## src/rtl/irqagg_pkg.sv

```systemverilog
package irqagg_pkg;

  typedef enum logic [2:0] {
    RK_NONE,
    RK_STATUS,
    RK_ACK,
    RK_MSTAT,
    RK_MSET,
    RK_MCLR
  } reg_kind_e;

  // Offset decode; the two variants place the mask registers differently.
  function automatic reg_kind_e reg_decode(input logic latched, input logic [7:0] off);
    reg_kind_e k;
    k = RK_NONE;
    if (latched) begin
      case (off)
        8'h00:   k = RK_STATUS;
        8'h08:   k = RK_ACK;
        8'h0C:   k = RK_MSTAT;
        8'h10:   k = RK_MSET;
        8'h14:   k = RK_MCLR;
        default: k = RK_NONE;
      endcase
    end else begin
      case (off)
        8'h00:   k = RK_STATUS;
        8'h04:   k = RK_MSTAT;
        8'h08:   k = RK_MSET;
        8'h0C:   k = RK_MCLR;
        default: k = RK_NONE;
      endcase
    end
    return k;
  endfunction

endpackage

```

## src/rtl/irqagg_sync.sv

```systemverilog
module irqagg_sync #(
  parameter int W      = 32,
  parameter int STAGES = 2
) (
  input  logic         clk,
  input  logic         rst_n,
  input  logic [W-1:0] d_i,
  output logic [W-1:0] q_o
);
  logic [W-1:0] stg_q [STAGES];

  for (genvar s = 0; s < STAGES; s++) begin : g_stage
    if (s == 0) begin : g_first
      always_ff @(posedge clk or negedge rst_n) begin
        if (!rst_n) stg_q[s] <= '0;
        else        stg_q[s] <= d_i;
      end
    end else begin : g_next
      always_ff @(posedge clk or negedge rst_n) begin
        if (!rst_n) stg_q[s] <= '0;
        else        stg_q[s] <= stg_q[s-1];
      end
    end
  end

  assign q_o = stg_q[STAGES-1];
endmodule

```

## src/rtl/irqagg_capture.sv

```systemverilog
module irqagg_capture #(
  parameter int W       = 32,
  parameter int LATCHED = 1
) (
  input  logic         clk,
  input  logic         rst_n,
  input  logic [W-1:0] lvl_i,
  input  logic [W-1:0] ack_i,
  output logic [W-1:0] status_o
);
  if (LATCHED != 0) begin : g_latched
    logic [W-1:0] prev_q;
    logic [W-1:0] pend_q;
    logic [W-1:0] rise;

    assign rise = lvl_i & ~prev_q;

    always_ff @(posedge clk or negedge rst_n) begin
      if (!rst_n) begin
        prev_q <= '0;
        pend_q <= '0;
      end else begin
        prev_q <= lvl_i;
        // A new edge outranks a clear of the same bit.
        pend_q <= (pend_q & ~ack_i) | rise;
      end
    end

    assign status_o = pend_q;
  end else begin : g_level
    logic unused_inputs;
    assign unused_inputs = ^{ack_i, clk, rst_n};
    assign status_o      = lvl_i;
  end
endmodule

```

## src/rtl/irqagg_regfile.sv

```systemverilog
module irqagg_regfile
  import irqagg_pkg::*;
#(
  parameter int NSRC    = 32,
  parameter int ADDR_W  = 5,
  parameter int LATCHED = 1
) (
  input  logic              clk,
  input  logic              rst_n,
  input  logic              bus_valid,
  input  logic              bus_write,
  input  logic [ADDR_W-1:0] bus_addr,
  input  logic [NSRC-1:0]   bus_wdata,
  output logic [NSRC-1:0]   bus_rdata,
  output logic              bus_rvalid,
  input  logic [NSRC-1:0]   status_i,
  output logic [NSRC-1:0]   mask_o,
  output logic [NSRC-1:0]   ack_o
);
  localparam logic IS_LATCHED = (LATCHED != 0);

  reg_kind_e       kind;
  logic            wr_en;
  logic            rd_en;
  logic [NSRC-1:0] mask_q;
  logic [NSRC-1:0] rd_mux;

  assign kind  = reg_decode(IS_LATCHED, 8'(bus_addr));
  assign wr_en = bus_valid & bus_write;
  assign rd_en = bus_valid & ~bus_write;
  assign ack_o = (wr_en && kind == RK_ACK) ? bus_wdata : '0;

  always_ff @(posedge clk or negedge rst_n) begin
    if (!rst_n) begin
      mask_q <= '1;
    end else if (wr_en && kind == RK_MSET) begin
      mask_q <= mask_q | bus_wdata;
    end else if (wr_en && kind == RK_MCLR) begin
      mask_q <= mask_q & ~bus_wdata;
    end
  end

  always_comb begin
    case (kind)
      RK_STATUS: rd_mux = status_i;
      RK_MSTAT:  rd_mux = mask_q;
      default:   rd_mux = '0;
    endcase
  end

  always_ff @(posedge clk or negedge rst_n) begin
    if (!rst_n) begin
      bus_rdata  <= '0;
      bus_rvalid <= 1'b0;
    end else begin
      bus_rvalid <= rd_en;
      if (rd_en) bus_rdata <= rd_mux;
    end
  end

  assign mask_o = mask_q;
endmodule

```

## src/rtl/irq_aggregator.sv

```systemverilog
module irq_aggregator #(
  parameter int NSRC        = 32,
  parameter int ADDR_W      = 5,
  parameter int LATCHED     = 1,
  parameter int SYNC_STAGES = 2
) (
  input  logic              clk,
  input  logic              rst_n,
  input  logic [NSRC-1:0]   src_i,
  input  logic              bus_valid,
  input  logic              bus_write,
  input  logic [ADDR_W-1:0] bus_addr,
  input  logic [NSRC-1:0]   bus_wdata,
  output logic [NSRC-1:0]   bus_rdata,
  output logic              bus_rvalid,
  output logic              irq_out
);
  logic [NSRC-1:0] lvl_sync;
  logic [NSRC-1:0] ack_v;
  logic [NSRC-1:0] status_v;
  logic [NSRC-1:0] mask_q;

  irqagg_sync #(.W(NSRC), .STAGES(SYNC_STAGES)) u_sync (
    .clk(clk), .rst_n(rst_n), .d_i(src_i), .q_o(lvl_sync)
  );

  irqagg_capture #(.W(NSRC), .LATCHED(LATCHED)) u_capture (
    .clk(clk), .rst_n(rst_n), .lvl_i(lvl_sync), .ack_i(ack_v), .status_o(status_v)
  );

  irqagg_regfile #(.NSRC(NSRC), .ADDR_W(ADDR_W), .LATCHED(LATCHED)) u_regs (
    .clk(clk), .rst_n(rst_n),
    .bus_valid(bus_valid), .bus_write(bus_write), .bus_addr(bus_addr),
    .bus_wdata(bus_wdata), .bus_rdata(bus_rdata), .bus_rvalid(bus_rvalid),
    .status_i(status_v), .mask_o(mask_q), .ack_o(ack_v)
  );

  assign irq_out = |(status_v & ~mask_q);
endmodule

```

## config.mk

```make
export PLATFORM = sky130hd
export DESIGN_NAME = irq_aggregator
export DESIGN_NICKNAME = d
export VERILOG_FILES = /design/src/rtl/irqagg_pkg.sv /design/src/rtl/irqagg_sync.sv /design/src/rtl/irqagg_capture.sv /design/src/rtl/irqagg_regfile.sv /design/src/rtl/irq_aggregator.sv
export SDC_FILE = /design/constraint.sdc
export NUM_CORES = 1
export LEC_CHECK = 0
export ABC_CLOCK_PERIOD_IN_PS = 1800
export CAP_MARGIN = 20
export CORE_AREA = 2 2 91 158
export DETAILED_ROUTE_END_ITERATION = 8
export DIE_AREA = 0 0 93 160
export DONT_BUFFER_PORTS = 1
export SLEW_MARGIN = 20
export SYNTH_ARGS = -nofsm -noshare
export SYNTH_HDL_FRONTEND = slang
export SYNTH_SLANG_ARGS = --single-unit
```

## constraint.sdc

```tcl
create_clock -name clk -period 1.8 [get_ports clk]
set_input_delay 0.18 -clock clk [delete_from_list [all_inputs] [get_ports clk]]
set_output_delay 0.18 -clock clk [all_outputs]
set_load 0.02 [all_outputs]
```

# --- Yosys cells after proc, flatten, opt, wreduce, memory -nomap -nowiden ---
# Index checks and enable logic that the tools add are counted.
totals:
  latchBits: 0
  input_bits: 73
  rom_bits: 0
  ff_bits: 193
  output_inout_bits: 34
  ramBits: 0
  mem_count: 0
classes:
  div: 0
  multipliers: 0
  eq_ne: 9
  bitwise: 13
  shifts: 0
  order_cmp: 0
  muxes: 5
  n_addsub: 0
  reduce_logical: 6
op_table:
  columns: ["operator", "count"]
  rows:
  - ["$and 32x32->32", 4]
  - ["$not 32->32", 4]
  - ["$mux 32", 3]
  - ["$or 32x32->32", 2]
  - ["$pmux 32 s2", 1]
  - ["$reduce_or 32->1", 1]
  - ["$pmux 3 s5", 1]
  - ["$eq 5x4->1 const B", 2]
  - ["$eq 5x5->1 const B", 2]
  - ["$eq 3x2->1 const B", 2]
  - ["$eq 3x3->1 const B", 2]
  - ["$logic_not 5->1", 1]
  - ["$eq 3x1->1 const B", 1]
  - ["$logic_and 1x1->1", 3]
  - ["$and 1x1->1", 2]
  - ["$reduce_bool 2->1", 1]
  - ["$not 1->1", 1]

# --- Longest topological paths before layout ---
# Gate-level depths: netlist of the first run.
logic_depth:
  depth_word: 8
  depth_mapped: 6
  ltp_nobuf: 4

# --- Modules after synthesis ---
# A second synthesis of the first run with hierarchy kept.
hier_totals:
  cells_unflattened: 635
  area_unflattened_um2: 7553.5
modules_own_cells:
  columns: ["module", "instances", "cells_each", "seq_area_each_um2", "area_each_um2"]
  rows:
  - ["irqagg_regfile", 1, 326, 1666.6, 3218.1]
  - ["irqagg_capture", 1, 160, 1601.5, 2242.2]
  - ["irqagg_sync", 1, 96, 1601.5, 1841.8]
  - ["irq_aggregator", 1, 53, 0.0, 251.5]

# --- Least setup slack after synthesis of the first run ---
# Ideal clock, no wire load.
synth_timing:
  path_type: "input to register"
  from: "in bus_addr[4]"
  to: "reg u_capture.g_latched.pend_q[10], in the netlist u_capture.status_o[10]"
  stages: 5
  path_buffers: 1
  setup_slack_ns: 0.443
  arrival_time_ns: 1.236
  path_cell_list: "or3_4 -> nor3_4 -> buf_6 -> nand2_1 -> a22o_1"
synth_via:
  elab_chain_cells: 8
  word_cells_on_any_way: 12
  cone_classes: "5 x eq/ne; 2 x mux; 3 x bitwise; 2 x reduce/logical"
synth_rtl:
  columns: ["element", "line_no", "source"]
  rows:
  - ["start, declared", "irq_aggregator.sv:12", "input logic [ADDR_W-1:0] bus_addr,"]
  - ["$eq 5x5->1 (tied with other cells)", "irqagg_pkg.sv:17", "case (off)"]
  - ["$pmux 3 s5 *", "irqagg_pkg.sv:17", null]
  - ["$eq 3x2->1 *", "irqagg_regfile.sv:31", "assign ack_o = (wr_en && kind == RK_ACK) ? bus_wdata : '0;"]
  - ["$logic_and 1x1->1 *", "irqagg_regfile.sv:31", null]
  - ["$mux 32 *", "irqagg_regfile.sv:31", null]
  - ["$not 32->32 *", "irqagg_capture.sv:25", "pend_q <= (pend_q & ~ack_i) | rise;"]
  - ["$and 32x32->32 *", "irqagg_capture.sv:25", null]
  - ["$or 32x32->32 *", "irqagg_capture.sv:25", null]
  - ["end signal, assigned", "irqagg_capture.sv:25", null]
  - ["end, declared", "irqagg_capture.sv:13", "logic [W-1:0] pend_q;"]
# Every way passes the cells marked *; elsewhere a longest branch is shown, timed or not.
# A chain may end at the register's enable or synchronous reset.

==> impl_metrics.tcl, run 1 <==
set metrics [dict create \
    vdd_drop_max_mv 0.718 \
    io_buffers 0 \
    finalHoldViolations 193 \
    post_cts_buffers 0 \
    num_vias 4098 \
    r2r_slack_ps 480 \
    stdcell_count 762 \
    synth.distinct_cells 20 \
    syn_nets 573 \
    dr.pass1.iters 7 \
    fin_nets 644 \
    slowest_stage "dfstp_2" \
    cts_buffers 17 \
    final_common_cell "dfrtp_1" \
    viasPerCell 5.38 \
    cpPeakStageDelay_ps 540 \
    syn_inst 500 \
    critPathLaunchType "register" \
    period_share_pct 110 \
    drc 0 \
    final_cell_mix "161 x dfrtp_1, 96 x inv_1, 65 x nand2_1, 65 x dlygate4sd3_1" \
    dp.cells 663 \
    gp_congestion 0.849 \
    die_x_um 93 \
    hpwl_mm 9.26 \
    setup_viol 1 \
    htree_levels 4 \
    crit_type "reg2out" \
    drv_cap 0 \
    tightest_slew_ps 399 \
    fmax_mhz 505 \
    grt_max_degree 194 \
    coreArea_um2 13700 \
    pin_count 107 \
    netlist_area_um2 6780 \
    avgSynthCellArea_um2 13.6 \
    wire_per_inst_um 19.1 \
    synth-seq-cells 193 \
    timing.final.ws_setup_ps -180 \
    clock_skew_ps 7.67 \
    seq_area_frac_synth_pct 71.8 \
    grt_pass1_vias 4344 \
    clockBufferDepth 2 \
    core.rowCount 57 \
    ys_warn_count 0 \
    fin_tns_setup_ps -180 \
    hold_ws_ps -554 \
    violations "negative hold slack, negative setup slack" \
    critPathTopFamily "flip-flops" \
    antenna_found_initial 1 \
    fin_crit_ps 1980 \
    overflow 0 \
    area.growth.synth_to_final_pct 21.7 \
    setup.worst_path.end_class "output port" \
    clockRootBuffer "clkbuf_16" \
    slew_headroom_pct 73.4 \
    powerDensity_nw_per_um2 1090 \
    cts.sinks 193 \
    wl_mm 14.5 \
    cts_hold_buf 66 \
    final_antenna_net_count 0 \
    hold_class "in2async" \
    crit_chain "inv_2 -> a22oi_2 -> and4_1 -> nand4_1" \
    rsz0062_at_grt "true" \
    p_leak_uw 0.00425 \
    n_fill_cell 1079 \
    start_util_pct 49.5 \
    critPathMaxFanout 2 \
    drive_above_1_share_pct 13.9 \
    grt_pass1_wl_mm 23.1 \
    worstPathArrival_ps 1800 \
    die-area_um2 14900 \
    drv_slew 0 \
    cp.buffers_inverters 1 \
    clk_pin_slew_worst_paths_ps 70 \
    outcome "finished with violations" \
    crit_required_ps 1620 \
    clk_latency_ps 420 \
    tritoncts "built" \
    post-place-ws_ps 137 \
    die_y_um 160 \
    drt_iter0_drc 341 \
    grtUsageTotal_pct 20.7 \
]
cells by family (layout without fill, tap and decap cells):
group / after synthesis / count (layout) / synth area share [%]
AO/OA/AOI/OAI: 80 / 80 / 10.6
flip-flops: 193 / 193 / 71.8
buffers and inverters: 117 / 201 / 7.27
other: 0 / 1 / 0
multiplexers: 32 / 32 / 4.73
AND/OR/NAND/NOR: 78 / 78 / 5.52
final timing paths:
check / startpoint / end / cells after the start
worst min register to register: u_sync.stg_q[59] / u_sync.q_o[27] / 0
worst max-delay path: register / irq_out / 4
min in group clk: bus_addr[2] / register / 2
worst max register to register: register / register / 3
worst min-delay path: rst_n / u_capture.status_o[13] / 0
max in group asynchronous: rst_n / async pin / 0
cells in the mapped netlist (all sizes together):
master / instances / area, um^2
dfstp: 32 / 841
clkbuf: 7 / 26.3
or3: 1 / 11.3
a222oi: 32 / 320
nor3: 3 / 36.3
a22oi: 16 / 120
dfrtp: 161 / 4030
nand3: 1 / 5.00
inv: 97 / 364
and4: 4 / 35.0
mux2i: 32 / 320
nand2b: 1 / 6.26
nand4b: 1 / 8.76
a22o: 32 / 280
nand4: 1 / 6.26
nand2: 65 / 244
nor4: 1 / 21.3
buf: 13 / 103
timing repair:
action,in CTS,in global routing
pin swaps,3,1
hold endpoints to repair,289,193
setup endpoints to repair,1,1
resized for setup,4,0
metal layers:
metal  vias up  wire length [um]  GRT usage, %
met3        19               816          5.75
met1      2115              5590          24.3
met5         -                 0             0
met4         0               317          8.29
met2       134              7800          35.6
li1       1830                 -             -
cell type report:
class                           count  area [um^2]  share of cell area, %
Timing Repair Buffer               72          766                   9.28
Sequential cell                   193         4870                   59.0
Clock inverter                     12          114                   1.38
Antenna cell                        1         2.50                 0.0303
Tap cell                          177          221                   2.68
Multi-Input combinational cell    190         1450                   17.5
Inverter                           97          364                   4.41
Clock buffer                       20          467                   5.66
worst register-to-register path, cell delays in order (launching register included):
cell,delay (ps)
dfstp_2,540
inv_1,50
mux2i_1,110
dlygate4sd3_1,560
where the power goes:
group,switching (uW),internal (uW),leakage (uW),total [uW]
Clock,1690,1940,0.000285,3630
Sequential,181,4660,0.00219,4840
Combinational,243,263,0.00177,506
per-stage QoR:
step / power [uW] / hold WS [ps] / cell area (um^2) / utilization [%]
final: 8970 / -554 / 8250 / 60.2
after global routing: 9320 / -580 / 8250 / 60.2
after CTS: 9070 / -571 / 8250 / 60.2
after detailed placement: 5270 / -109 / 6980 / 51.0
after global placement: 5250 / -111 / 6980 / 51.0
after floorplan: 5140 / -116 / 6780 / -
Note: power is estimated with default switching activity, not from simulation.
==> run 2, diff against run 1 <==
--- a/config.mk
+++ b/config.mk
@@ -11,6 +11,7 @@
 export DETAILED_ROUTE_END_ITERATION = 8
 export DIE_AREA = 0 0 93 160
 export DONT_BUFFER_PORTS = 1
+export PLACE_DENSITY_LB_ADDON = 0.08
 export SLEW_MARGIN = 20
 export SYNTH_ARGS = -nofsm -noshare
 export SYNTH_HDL_FRONTEND = slang
==> run 2 against run 1 <==
The flow still finishes with violations (negative hold slack, negative setup slack); count of clock-buffer cells in the layout decreased by 2; final area increased by 0.20%; die area unchanged; global-route usage increased by 0.31 points; worst setup slack improved by 16 ps; first-iteration DRC count increased by 14%; non-clock buffer count increased by 2; total power increased by 0.50%.
==> impl_metrics.tcl, run 2 (synthesized netlist as in run 1, its figures left out) <==
set metrics [dict create \
    met3_length_um 885 \
    final_cell_mix "161 x dfrtp_1, 96 x inv_1, 65 x nand2_1, 65 x dlygate4sd3_1" \
    power_uw 9020 \
    tritoncts "built" \
    area.growth.synth_to_final_pct 21.9 \
    dp.cells 665 \
    wl_mm 14.7 \
    route.top_layer_used "met4" \
    violations "negative hold slack, negative setup slack" \
    die-area_um2 14900 \
    overflow 0 \
    worstPathArrival_ps 1780 \
    gp_congestion 0.823 \
    slew_headroom_pct 65.9 \
    num_vias 4072 \
    core.rowCount 57 \
    grtUsageTotal_pct 21.0 \
    timing.final.ws_setup_ps -164 \
    die_y_um 160 \
    drc 0 \
    r2r_slack_ps 480 \
    utilization_pct 60.4 \
    rsz0062_at_grt "true" \
    critPathLaunchType "register" \
    fin_crit_ps 1960 \
    setup.worst_path.end_class "output port" \
    dr.pass1.iters 5 \
    pin_count 107 \
    wl_met2_mm 7.77 \
    finalHoldViolations 193 \
    io_buffers 0 \
    drt_iter0_drc 388 \
    hold_ws_ps -546 \
    setup_viol 1 \
    coreArea_um2 13700 \
    vdd_drop_max_mv 0.646 \
    clockBufferDepth 2 \
    critPathMaxFanout 2 \
    grt_pass1_wl_mm 23.8 \
    drv_slew 0 \
    clockRootBuffer "clkbuf_16" \
    grt_pass1_vias 4321 \
    drive_above_1_share_pct 14.3 \
    crit_type "reg2out" \
    cts_buffers 17 \
    final_common_cell "dfrtp_1" \
    clk_pin_slew_worst_paths_ps 70 \
    final_antenna_net_count 0 \
    fin_tns_setup_ps -164 \
    viasPerCell 5.34 \
    met1_length_mm 5.76 \
    ff2ff_path_depth 3 \
    tightest_slew_ps 512 \
    start_util_pct 49.5 \
    n_fill_cell 1137 \
    grt_max_degree 194 \
    outcome "finished with violations" \
    antenna_found_initial 0 \
    drv_cap 0 \
    period_share_pct 109 \
    cts_hold_buf 66 \
    die_x_um 93 \
    fin_nets 646 \
    diodes 0 \
    p_leak_uw 0.00427 \
    powerDensity_nw_per_um2 1090 \
    cts.sinks 193 \
    crit_required_ps 1620 \
    hold_class "in2async" \
    fmax_mhz 509 \
    wire_per_inst_um 19.2 \
    hpwl_mm 9.40 \
    clock_skew_ps 8.13 \
    htree_levels 4 \
    stdcell_count 763 \
    clk_latency_ps 420 \
]
run 2: cell count changes in the layout (fill, tap and decap cells not counted), sizes merged:
cell    previous run  this run
bufinv             0         1
clkinv             4         5
clkbuf            20        18
buf                7         9
diode              1         0
run 2: how the worst max path moves through the flow:
stage / slack, ps / endpoint / from
final: -160 / irq_out / register
after detailed placement: 130 / irq_out / register
after global routing: -240 / irq_out / register
after floorplan: 440 / u_capture.status_o[10] / bus_addr[4]
after global placement: 120 / irq_out / register
after CTS: -170 / irq_out / register
run 2: power by group:
group | leakage (uW) | internal [uW] | switching (uW)
registers | 0.00219 | 4660 | 181
logic | 0.00179 | 270 | 245
clock network | 0.000287 | 1990 | 1670
total | 0.00427 | 6920 | 2100
run 2: timing repair:
item / CTS / global route
buffers inserted: 0 / 0
endpoints found under the hold margin: 289 / 193
pin swaps: 2 / 2
resized for setup: 4 / 1
endpoints found under the setup margin: 1 / 1
cloned: 0 / 0
run 2: critical path: stages, from the launching register on:
cell	delay [ps]
dfstp_2	540
inv_2	40
a22oi_2	270
and4_1	250
nand4_1	270
run 2: area by class of cell:
| class | instances | area (um^2) | area share [%] |
|---|---|---|---|
| clock buffers | 18 | 439 | 5.31 |
| clock inverters | 14 | 143 | 1.73 |
| inverters | 97 | 364 | 4.41 |
| multi-input cells | 190 | 1450 | 17.5 |
| flip-flops and latches | 193 | 4870 | 58.9 |
| well taps | 177 | 221 | 2.68 |
| repair buffers | 74 | 781 | 9.45 |
run 2: stage by stage:
step	instance area, um^2	worst slack [ps]
floorplan	6780	443
finish	8270	-164
detailed placement	7000	132
CTS	8260	-171
global placement	7000	124
global route	8270	-239
run 2: per-layer routing:
metal  global-route usage [%]  up-vias
li1                         -     1836
met1                     26.9     2110
met2                     35.2      111
met3                     5.33       15
met4                     6.55        0
met5                        0        -
